## src/rtl/sr_guard_pkg.sv

```systemverilog
package sr_guard_pkg;

    typedef enum logic [2:0] {
        OP_NONE,
        OP_SET,
        OP_CLR,
        OP_WSEQ,
        OP_IGN
    } op_e;

    localparam logic [7:0] OPC_WRSR  = 8'h01;
    localparam logic [7:0] OPC_WRITE = 8'h02;
    localparam logic [7:0] OPC_WRDI  = 8'h04;
    localparam logic [7:0] OPC_WREN  = 8'h06;

    localparam int BIT_PEN  = 7;
    localparam int BIT_BPHI = 3;
    localparam int BIT_BPLO = 2;
    localparam int BIT_WEN  = 1;
    localparam int BIT_RDYN = 0;

    localparam logic [7:0] CTL_MASK = 8'h8C;

endpackage

```

## src/rtl/sr_guard_region.sv

```systemverilog
module sr_guard_region #(
    parameter int ADDR_W = 17
) (
    input  logic [1:0]        bp,
    input  logic [ADDR_W-1:0] addr,
    output logic              hit
);
    localparam logic [ADDR_W-1:0] QTR_BASE  = ADDR_W'(3) << (ADDR_W - 2);
    localparam logic [ADDR_W-1:0] HALF_BASE = ADDR_W'(1) << (ADDR_W - 1);

    always_comb begin
        unique case (bp)
            2'b00:   hit = 1'b0;
            2'b01:   hit = (addr >= QTR_BASE);
            2'b10:   hit = (addr >= HALF_BASE);
            default: hit = 1'b1;
        endcase
    end
endmodule

```

## src/rtl/sr_guard_txn.sv

```systemverilog
module sr_guard_txn
    import sr_guard_pkg::*;
(
    input  logic       clk,
    input  logic       rst_n,
    input  logic       cs_n,
    input  logic       lock_n,
    input  logic       cmd_valid,
    input  logic [7:0] cmd_code,
    output logic       lock_cap,
    output logic       cs_rise,
    output op_e        op
);
    typedef struct packed {
        logic cs;
        logic lock;
        op_e  op;
    } txn_t;

    txn_t st_d, st_q;

    function automatic op_e decode(input logic [7:0] c);
        case (c)
            OPC_WREN:            return OP_SET;
            OPC_WRDI:            return OP_CLR;
            OPC_WRITE, OPC_WRSR: return OP_WSEQ;
            default:             return OP_IGN;
        endcase
    endfunction

    always_comb begin
        st_d    = st_q;
        st_d.cs = cs_n;
        if (cs_n) begin
            st_d.lock = lock_n;
            st_d.op   = OP_NONE;
        end else if (cmd_valid && st_q.op == OP_NONE) begin
            st_d.op = decode(cmd_code);
        end
    end

    always_ff @(posedge clk) begin
        if (!rst_n) begin
            st_q.cs   <= 1'b1;
            st_q.lock <= 1'b0;
            st_q.op   <= OP_NONE;
        end else begin
            st_q <= st_d;
        end
    end

    assign lock_cap = st_q.lock;
    assign cs_rise  = cs_n & ~st_q.cs;
    assign op       = st_q.op;

    // captured lock level frozen while select stays low
    assert_lock_frozen_R8: assert property (@(posedge clk) disable iff (!rst_n)
        (!cs_n && !$past(cs_n)) |-> $stable(st_q.lock));

    // an opcode already held is not replaced within the transaction
    assert_first_op_R10: assert property (@(posedge clk) disable iff (!rst_n)
        (!cs_n && st_q.op != OP_NONE) |=> $stable(st_q.op));
endmodule

```

## src/rtl/sr_guard.sv

```systemverilog
module sr_guard
    import sr_guard_pkg::*;
#(
    parameter int ADDR_W = 17
) (
    input  logic              clk,
    input  logic              rst_n,
    input  logic              cs_n,
    input  logic              lock_n,
    input  logic              busy,
    input  logic              cmd_valid,
    input  logic [7:0]        cmd_code,
    input  logic              sr_wr_valid,
    input  logic [7:0]        sr_wr_data,
    input  logic [ADDR_W-1:0] mem_addr,
    output logic              mem_wr_grant,
    output logic              sr_wr_grant,
    output logic [7:0]        sr_rdata
);
    typedef struct packed {
        logic       wen;
        logic [7:0] ctl;
    } reg_t;

    reg_t r_d, r_q;
    logic lock_cap, cs_rise, region_hit;
    op_e  op;

    sr_guard_txn u_txn (
        .clk       (clk),
        .rst_n     (rst_n),
        .cs_n      (cs_n),
        .lock_n    (lock_n),
        .cmd_valid (cmd_valid),
        .cmd_code  (cmd_code),
        .lock_cap  (lock_cap),
        .cs_rise   (cs_rise),
        .op        (op)
    );

    sr_guard_region #(.ADDR_W(ADDR_W)) u_region (
        .bp   (r_q.ctl[BIT_BPHI:BIT_BPLO]),
        .addr (mem_addr),
        .hit  (region_hit)
    );

    assign sr_wr_grant  = r_q.wen & (~r_q.ctl[BIT_PEN] | lock_cap);
    assign mem_wr_grant = r_q.wen & ~region_hit;

    always_comb begin
        r_d = r_q;
        if (!cs_n && sr_wr_valid && sr_wr_grant)
            r_d.ctl = sr_wr_data & CTL_MASK;
        if (cs_rise) begin
            case (op)
                OP_SET:          r_d.wen = 1'b1;
                OP_CLR, OP_WSEQ: r_d.wen = 1'b0;
                default:         r_d.wen = r_q.wen;
            endcase
        end
    end

    always_ff @(posedge clk) begin
        if (!rst_n) begin
            r_q.wen <= 1'b0;
            r_q.ctl <= '0;
        end else begin
            r_q <= r_d;
        end
    end

    always_comb begin
        sr_rdata           = r_q.ctl;
        sr_rdata[BIT_WEN]  = r_q.wen;
        sr_rdata[BIT_RDYN] = busy;
    end

    // no grant of any kind without the write-enable latch
    assert_no_grant_R2: assert property (@(posedge clk) disable iff (!rst_n)
        !sr_rdata[BIT_WEN] |-> (!mem_wr_grant && !sr_wr_grant));

    // a protected address is never granted
    assert_region_blocked_R6: assert property (@(posedge clk) disable iff (!rst_n)
        region_hit |-> !mem_wr_grant);

    // a refused status byte leaves the register bits untouched
    assert_denied_stable_R5: assert property (@(posedge clk) disable iff (!rst_n)
        (sr_wr_valid && !sr_wr_grant) |=> $stable(sr_rdata[7:2]));

    // a write sequence ends with the latch cleared
    assert_wen_cleared_R7: assert property (@(posedge clk) disable iff (!rst_n)
        (cs_rise && op == OP_WSEQ) |=> !sr_rdata[BIT_WEN]);

    // the latch only moves on the rise of select
    assert_wen_on_rise_R3: assert property (@(posedge clk) disable iff (!rst_n)
        !cs_rise |=> $stable(sr_rdata[BIT_WEN]));
endmodule

```

## config.mk

```make
export PLATFORM = sky130hd
export DESIGN_NAME = sr_guard
export DESIGN_NICKNAME = d
export VERILOG_FILES = /design/src/rtl/sr_guard_pkg.sv /design/src/rtl/sr_guard_region.sv /design/src/rtl/sr_guard_txn.sv /design/src/rtl/sr_guard.sv
export SDC_FILE = /design/constraint.sdc
export NUM_CORES = 1
export LEC_CHECK = 0
export CORE_MARGIN = 2
export CORE_UTILIZATION = 28
export CTS_CLUSTER_DIAMETER = 80
export CTS_CLUSTER_SIZE = 12
export DETAILED_ROUTE_END_ITERATION = 12
export PLACE_DENSITY = 0.8
export SLEW_MARGIN = 25
export SYNTH_ARGS = -nofsm -noshare
export SYNTH_HDL_FRONTEND = slang
export SYNTH_SLANG_ARGS = --single-unit
export TNS_END_PERCENT = 10
```

## constraint.sdc

```tcl
create_clock -name clk -period 1.3 [get_ports clk]
set_input_delay 0.26 -clock clk [delete_from_list [all_inputs] [get_ports clk]]
set_output_delay 0.26 -clock clk [all_outputs]
set_load 0.02 [all_outputs]
```

==> out/qor.yml, run 1 <==
outcome:
  outcome: "completed"
job:
  drv_cap: 0
clock_network:
  numCtsBuffers: 3
  cts_hold_buf: 0
  cts_tree: "yes"
  clk_latency_ns: 0.26
  clk_path_buf_depth: 2
  cts.sinks: 9
  cts_max_level: 1
  cts_setup_buffers: 0
  cts.reportedPaths.clkPinSlew_ns: 0.06
  cts.root.buffer_cell: "clkbuf_4"
logic_synthesis:
  synth_warnings: 0
  synth_commonest_cells: "9 x dfxtp_1, 5 x a21oi_1, 5 x inv_1"
  synth-seq-cells: 9
  yosysUniqueCellTypes: 24
  async_reset_ff_share_pct: 0
  synth_top_cell_by_area: "dfxtp_1"
  synth_edf_count: 0
  syn-cell-area_um2: 495
  synth_flop_cell: "dfxtp_1"
  yosys-top-cells-area: "dfxtp_1 36%, buf_4 6.1%, a31o_2 5.3%, a21oi_1 5.1%, mux2i_1 4.0%"
  yosysSeqAreaShare_pct: 36.4
  synth.avg_cell_area_um2: 8.54
  synth.most_common_cell: "dfxtp_1"
  yosys.area.top_type_share_pct: 36.4
  netlist_instances: 58
finish:
  fin_nets: 135
  stdcell_count: 111
  num_antenna_cells: 0
  final_layout_size_suffix_gt1_share_pct: 26.6
  area_growth_pct: 67.7
  stdcell_area_um2: 831
global_routing:
  grt_pass1_vias: 495
  grt-ovfl-total: 0
  use_met3_pct: 2.75
  grtUsageMet1_pct: 11.6
  met2_usage_pct: 22.8
  gr-usage-all-layers_pct: 12.5
  top_usage_layer: "met2"
  grt_pass1_wl_mm: 1.84
  grt_max_degree: 7
  antenna_found_initial: 0
worst_setup_path:
  cp-endpoint: "sr_wr_grant"
  reg2reg_depth: 3
  cp-end-kind: "primary output"
  startpoint: "u_txn.lock_cap"
  rr_endpoint: "u_txn.op[1]"
  r2r-start: "u_txn.op[2]"
  path_class: "reg -> out"
  cp.required_ns: 1.04
  arrival_ns: 1.00
  critPathLaunchType: "register"
  r2r_slack_ns: 0.12
  cp_max_fo: 2
detailed_routing:
  routed_wl_mm: 1.21
  vias_per_cell: 4.77
  first_iter_violations: 2
  ant_nets: 0
  wl_per_cell_um: 10.9
  first_pass_iters: 3
  post-route-drc-count: 0
  vias: 529
placement:
  place.gp.congestion: 0.745
  portBuffers: 24
  dp_hpwl_mm: 1.03
  placedCellCount: 107
  placed_area_um2: 813
sta:
  finalMaxSlewViolations: 0
  period_needed_ns: 1.26
  fin_crit_sh_pct: 97.2
  tns_ns: 0
  hold_slack_ns: 0.481
  max_freq_mhz: 791
  hold_viol_final: 0
  rsz0062_at_grt: "yes"
  setup_violations: 0
  skew_ns: 0.00128
pwr:
  p_per_area_mw_per_mm2: 730
  p_leak_nw: 0.371
  peakVddDrop_mv: 0.383
  finalPower_w: 0.000606
floorplanning:
  coreArea_mm2: 0.00169
  io_pins: 50
  dieArea_mm2: 0.00212
  rows: 15
  die_h_um: 46.1
  start_util_pct: 29.3
  die_x_um: 46.1
worst_hold_path:
  worstHoldPathType: "reg -> reg"
layer usage:
metal  share of wire [%]  up-vias
met4                 2.8        0
met1                  40      231
li1                    -      271
met5                   0        -
met2                  48       23
met3                 9.2        4
area by class of cell:
class                   count  area (um^2)
clock buffers               4         26.3
fillers                   158          858
inverters                   5         18.8
multi-input cells          41          270
flip-flops and latches      9          181
well taps                  17         21.3
repair buffers             35          313
cells by family after synthesis:
kind of cell	after synthesis	synth area share, %
simple gates	19	21.7
compound gates	15	23.0
flops	9	36.4
other cells	1	0.757
mux	2	4.04
xor+xnor	2	3.54
buf+inv	10	10.6
what timing repair did:
item | CTS | global route
gates resized for setup | 13 | 9
setup endpoints to repair | 6 | 6
pin swaps | 0 | 1
cloned | 0 | 0
critical path, cell delays in order, from the launching register on:
cell      delay (ns)
dfxtp_1         0.30
nand2b_1        0.15
and2_1          0.15
buf_2           0.15
sequential cells by signal, indices dropped and copies added (netlist names):
signal and flops:
u_txn.lock_cap 1, u_txn.st_q 1, u_txn.op 3, sr_rdata 4
per-stage QoR:
stage / utilization (%) / setup WS (ns)
2_1_floorplan: - / 0.0823
3_3_place_gp: 48.1 / -0.487
3_5_place_dp: 48.1 / -0.529
4_1_cts: 48.9 / -0.115
5_1_grt: 49.2 / -0.0209
6_report: 49.2 / 0.0364
cells in the final DEF, fill, tap and decap left out, drive strengths merged, types with 3 or more instances in the layout:
cell type	n
clkbuf	6
buf	13
a21oi	5
nand2	4
dfxtp	9
clkdlybuf4s50	16
inv	5
nand4	3
conb	3
a31o	3
nor2	4
where the power goes:
group | internal, W | switching (W)
logic | 0.0000703 | 0.0000437
registers | 0.000281 | 0.00000265
clock network | 0.000118 | 0.0000906
total | 0.000469 | 0.000137
worst min-delay path by stage:
stage / to / from / depth (start not counted)
2_1_floorplan: u_txn.lock_cap / lock_n / 2
3_3_place_gp: u_txn.op[0] / u_txn.op[0] / 2
3_5_place_dp: u_txn.op[0] / u_txn.op[0] / 2
4_1_cts: u_txn.op[0] / u_txn.op[0] / 2
5_1_grt: u_txn.op[0] / u_txn.op[0] / 2
6_report: u_txn.op[0] / u_txn.op[0] / 2
No activity file was read; power rests on OpenSTA's default activity.
==> run 2, diff against run 1 <==
--- a/config.mk
+++ b/config.mk
@@ -7,7 +7,6 @@
 export LEC_CHECK = 0
 export CORE_MARGIN = 2
 export CORE_UTILIZATION = 28
-export CTS_CLUSTER_DIAMETER = 80
 export CTS_CLUSTER_SIZE = 12
 export DETAILED_ROUTE_END_ITERATION = 12
 export PLACE_DENSITY = 0.8
==> results of run 2 <==
No change in the layout: final DEF, timing and power equal those of run 1.
==> run 3, diff against run 2 <==
--- a/config.mk
+++ b/config.mk
@@ -5,11 +5,12 @@
 export SDC_FILE = /design/constraint.sdc
 export NUM_CORES = 1
 export LEC_CHECK = 0
-export CORE_MARGIN = 2
-export CORE_UTILIZATION = 28
+export ABC_AREA = 1
+export CORE_MARGIN = 10
+export CORE_UTILIZATION = 27
 export CTS_CLUSTER_SIZE = 12
 export DETAILED_ROUTE_END_ITERATION = 12
-export PLACE_DENSITY = 0.8
+export PLACE_DENSITY = 0.79
 export SLEW_MARGIN = 25
 export SYNTH_ARGS = -nofsm -noshare
 export SYNTH_HDL_FRONTEND = slang
==> out/qor.yml, run 3 <==
pwr:
  clkPwrFrac_pct: 35.7  # was 34.4%
  internal_power_w: 0.000454  # was 0.000469 W
  p_seq_share_pct: 47.3  # was 46.8%
  p_per_area_mw_per_mm2: 764  # was 730 mW/mm^2
  combPwrFrac_pct: 17.1  # was 18.8%
  finalPower_w: 0.000598  # was 0.000606 W
  power_switching_w: 0.000144  # was 0.000137 W
  p_leak_nw: 0.324  # was 0.371 nW
  swShare_pct: 24.1  # was 22.6%
  peakVddDrop_mv: 0.528  # was 0.383 mV
worst_setup_path:
  cp-end-kind: "primary output"  # unchanged
  r2r-start: "sr_rdata[1]"  # was u_txn.op[2]
  rr_endpoint: "sr_rdata[7]"  # was u_txn.op[1]
  cp.required_ns: 1.04  # about the same
  critPathLaunchType: "register"  # unchanged
  cp_max_fo: 2  # unchanged
  arrival_ns: 1.12  # was 1.00 ns
  reg2reg_depth: 5  # was 3
  path_class: "reg -> out"  # unchanged
  r2r_slack_ns: 0.34  # was 0.12 ns
logic_synthesis:
  netlist_instances: 72  # was 58
  synth.avg_cell_area_um2: 6.62  # was 8.54 um^2
  syn-cell-area_um2: 477  # was 495 um^2
  synth_top_cell_by_area: "dfxtp_1"  # unchanged
  synth_warnings: 0  # unchanged
  yosysSeqAreaShare_pct: 37.8  # was 36.4%
  synth.most_common_cell: "nor2_1"  # was dfxtp_1
  yosys.area.top_type_share_pct: 37.8  # was 36.4%
  yosysUniqueCellTypes: 18  # was 24
  yosys-top-cells-area: "dfxtp_1 38%, nor2_1 15%, nand2_1 7.9%, a21oi_1 6.3%, buf_4 6.3%"  # was dfxtp_1 36%, buf_4 6.1%, a31o_2 5.3%, a21oi_1 5.1%, mux2i_1 4.0%
  synth_flop_cell: "dfxtp_1"  # unchanged
  synth-seq-cells: 9  # unchanged
  synth_commonest_cells: "19 x nor2_1, 10 x nand2_1, 9 x dfxtp_1"  # was 9 x dfxtp_1, 5 x a21oi_1, 5 x inv_1
  synth_edf_count: 0  # unchanged
  async_reset_ff_share_pct: 0  # unchanged
finish:
  largest_reg_flops: 4  # unchanged
  final_layout_size_suffix_gt1_share_pct: 20.4  # was 26.6%
  fin_nets: 144  # was 135
  layout_common_cells: "19 x nor2_1, 17 x clkdlybuf4s50_1, 10 x nand2_1, 9 x dfxtp_1"  # was 16 x clkdlybuf4s50_1, 11 x buf_4, 8 x dfxtp_1, 5 x inv_1, 5 x a21oi_1
  area_growth_pct: 64.0  # was 67.7%
  mostFrequentLayoutCell: "nor2_1"  # was clkdlybuf4s50_1
  stdcell_area_um2: 782  # was 831 um^2
  num_antenna_cells: 0  # unchanged
  stdcell_count: 128  # was 111
worst_hold_path:
  worstHoldPathType: "reg -> reg"  # unchanged
  hp-start: "u_txn.op[0]"  # unchanged
  whs_path_depth: 2  # unchanged
  hold_path_end: "u_txn.op[0]"  # unchanged
detailed_routing:
  vias: 524  # was 529
  vias_per_cell: 4.09  # was 4.77
  first_iter_violations: 13  # was 2
  wl_per_cell_um: 9.82  # was 10.9 um
  post-route-drc-count: 0  # unchanged
  first_pass_iters: 4  # was 3
  routed_wl_mm: 1.26  # was 1.21 mm
  ant_nets: 0  # unchanged
clock_network:
  cts_tree: "yes"  # unchanged
  cts_hold_buf: 0  # unchanged
  cts.reportedPaths.clkPinSlew_ns: 0.06  # about the same
  cts.root.buffer_cell: "clkbuf_4"  # unchanged
  clk_latency_ns: 0.26  # about the same
  cts_max_level: 1  # unchanged
  clk_path_buf_depth: 2  # unchanged
  cts.sinks: 9  # unchanged
  numCtsBuffers: 3  # unchanged
global_routing:
  gr-usage-all-layers_pct: 6.90  # was 12.5%
  grt-ovfl-total: 0  # unchanged
  grt_pass1_vias: 472  # was 495
  grt_max_degree: 7  # unchanged
  antenna_found_initial: 0  # unchanged
  grt_pass1_wl_mm: 1.91  # was 1.84 mm
outcome:
  violations: "setup timing"
  outcome: "finished with violations"  # was completed
placement:
  placed_area_um2: 769  # was 813 um^2
  dp_hpwl_mm: 1.09  # was 1.03 mm
  placedCellCount: 124  # was 107
  detailedPlace.worstSlack_ns: -0.670  # was -0.529 ns
  place.gp.congestion: 0.671  # was 0.745
  portBuffers: 24  # unchanged
sta:
  period_needed_ns: 1.38  # was 1.26 ns
  tns_ns: -0.0828  # was 0 ns
  rsz0062_at_grt: "yes"  # unchanged
  fin_crit_sh_pct: 106  # was 97.2%
  max_freq_mhz: 723  # was 791 MHz
  finalMaxSlewViolations: 0  # unchanged
  setup_violations: 1  # was 0
  hold_viol_final: 0  # unchanged
  skew_ns: 0.00462  # was 0.00128 ns
  fin_ws_ns: -0.0828  # was 0.0364 ns
floorplanning:
  die_x_um: 62.0  # was 46.1 um
  dieArea_mm2: 0.00385  # was 0.00212 mm^2
  die_h_um: 62.0  # was 46.1 um
  rows: 15  # unchanged
  io_pins: 50  # unchanged
  coreArea_mm2: 0.00171  # was 0.00169 mm^2
  start_util_pct: 27.9  # was 29.3%
job:
  drv_cap: 0  # unchanged
[run 3: cell types whose count changed in the layout (fill, tap and decap cells not counted), sizes merged, moves of 3 or more]
| cell | previous run | this run |
|---|---|---|
| inv | 5 | 9 |
| nand3 | 0 | 3 |
| nand4 | 3 | 0 |
| a31o | 3 | 0 |
| nor2 | 4 | 19 |
| o21ai | 2 | 5 |
| nand2 | 4 | 11 |
| buf | 13 | 8 |
[run 3: timing repair]
item | 4_1_cts | 5_1_grt
setup endpoints to repair | 6 | 5
buffers inserted | 0 | 0
gates resized for setup | 16 | 5
[run 3: cell type report]
cell class	instances	area (um^2)
Timing Repair Buffer	29	263
Fill cell	176	926
Clock inverter	1	5.00
Clock buffer	3	22.5
Sequential cell	9	180
Tap cell	25	31.3
Multi-Input combinational cell	51	243
Inverter	10	37.5
[run 3: cells by family (layout without fill, tap and decap cells)]
group | Yosys count | in the layout | share of synthesized area, %
AO/OA/AOI/OAI | 14 | 14 | 16.8
buffers and inverters | 14 | 43 | 14.2
flip-flops | 9 | 9 | 37.8
other | 1 | 3 | 0.787
AND/OR/NAND/NOR | 34 | 34 | 30.4
[run 3: worst max path at each step]
| stage | end | from | cells after the start | slack, ns |
|---|---|---|---|---|
| after global routing | mem_wr_grant | sr_rdata[2] | 3 | -0.15 |
| after CTS | mem_wr_grant | sr_rdata[2] | 3 | -0.1 |
| after detailed placement | mem_wr_grant | mem_addr[16] | 4 | -0.67 |
| final | mem_wr_grant | sr_rdata[2] | 3 | -0.08 |
| after floorplan | mem_wr_grant | sr_rdata[2] | 2 | 0.07 |
| after global placement | mem_wr_grant | mem_addr[16] | 4 | -0.65 |
[run 3: per-stage QoR]
stage / utilization [%] / hold WS [ns]
finish: 45.8 / 0.453
CTS: 45.9 / 0.456
floorplan: - / 0.390
global placement: 45.1 / 0.441
detailed placement: 45.1 / 0.446
global route: 45.8 / 0.473
[run 3: worst max-delay path, stage by stage (launching register included)]
cell	delay, ns
dfxtp_1	0.31
o21a_1	0.19
a311oi_2	0.19
buf_4	0.18
[run 3: per-layer routing]
| metal | GRT usage (%) | routed length [um] |
|---|---|---|
| met5 | 0 | 0 |
| met4 | 1.91 | 0 |
| met3 | 4.88 | 112 |
| met2 | 11.7 | 656 |
| met1 | 6.59 | 488 |
[run 3: power groups by stage]
stage / clock network (W) / registers, W / logic (W)
after global placement: 0 / 0.000289 / 0.000100
after global routing: 0.000236 / 0.000283 / 0.000112
final: 0.000213 / 0.000282 / 0.000102
after CTS: 0.000219 / 0.000282 / 0.000102
after detailed placement: 0 / 0.000289 / 0.000103
after floorplan: 0 / 0.000288 / 0.0000470
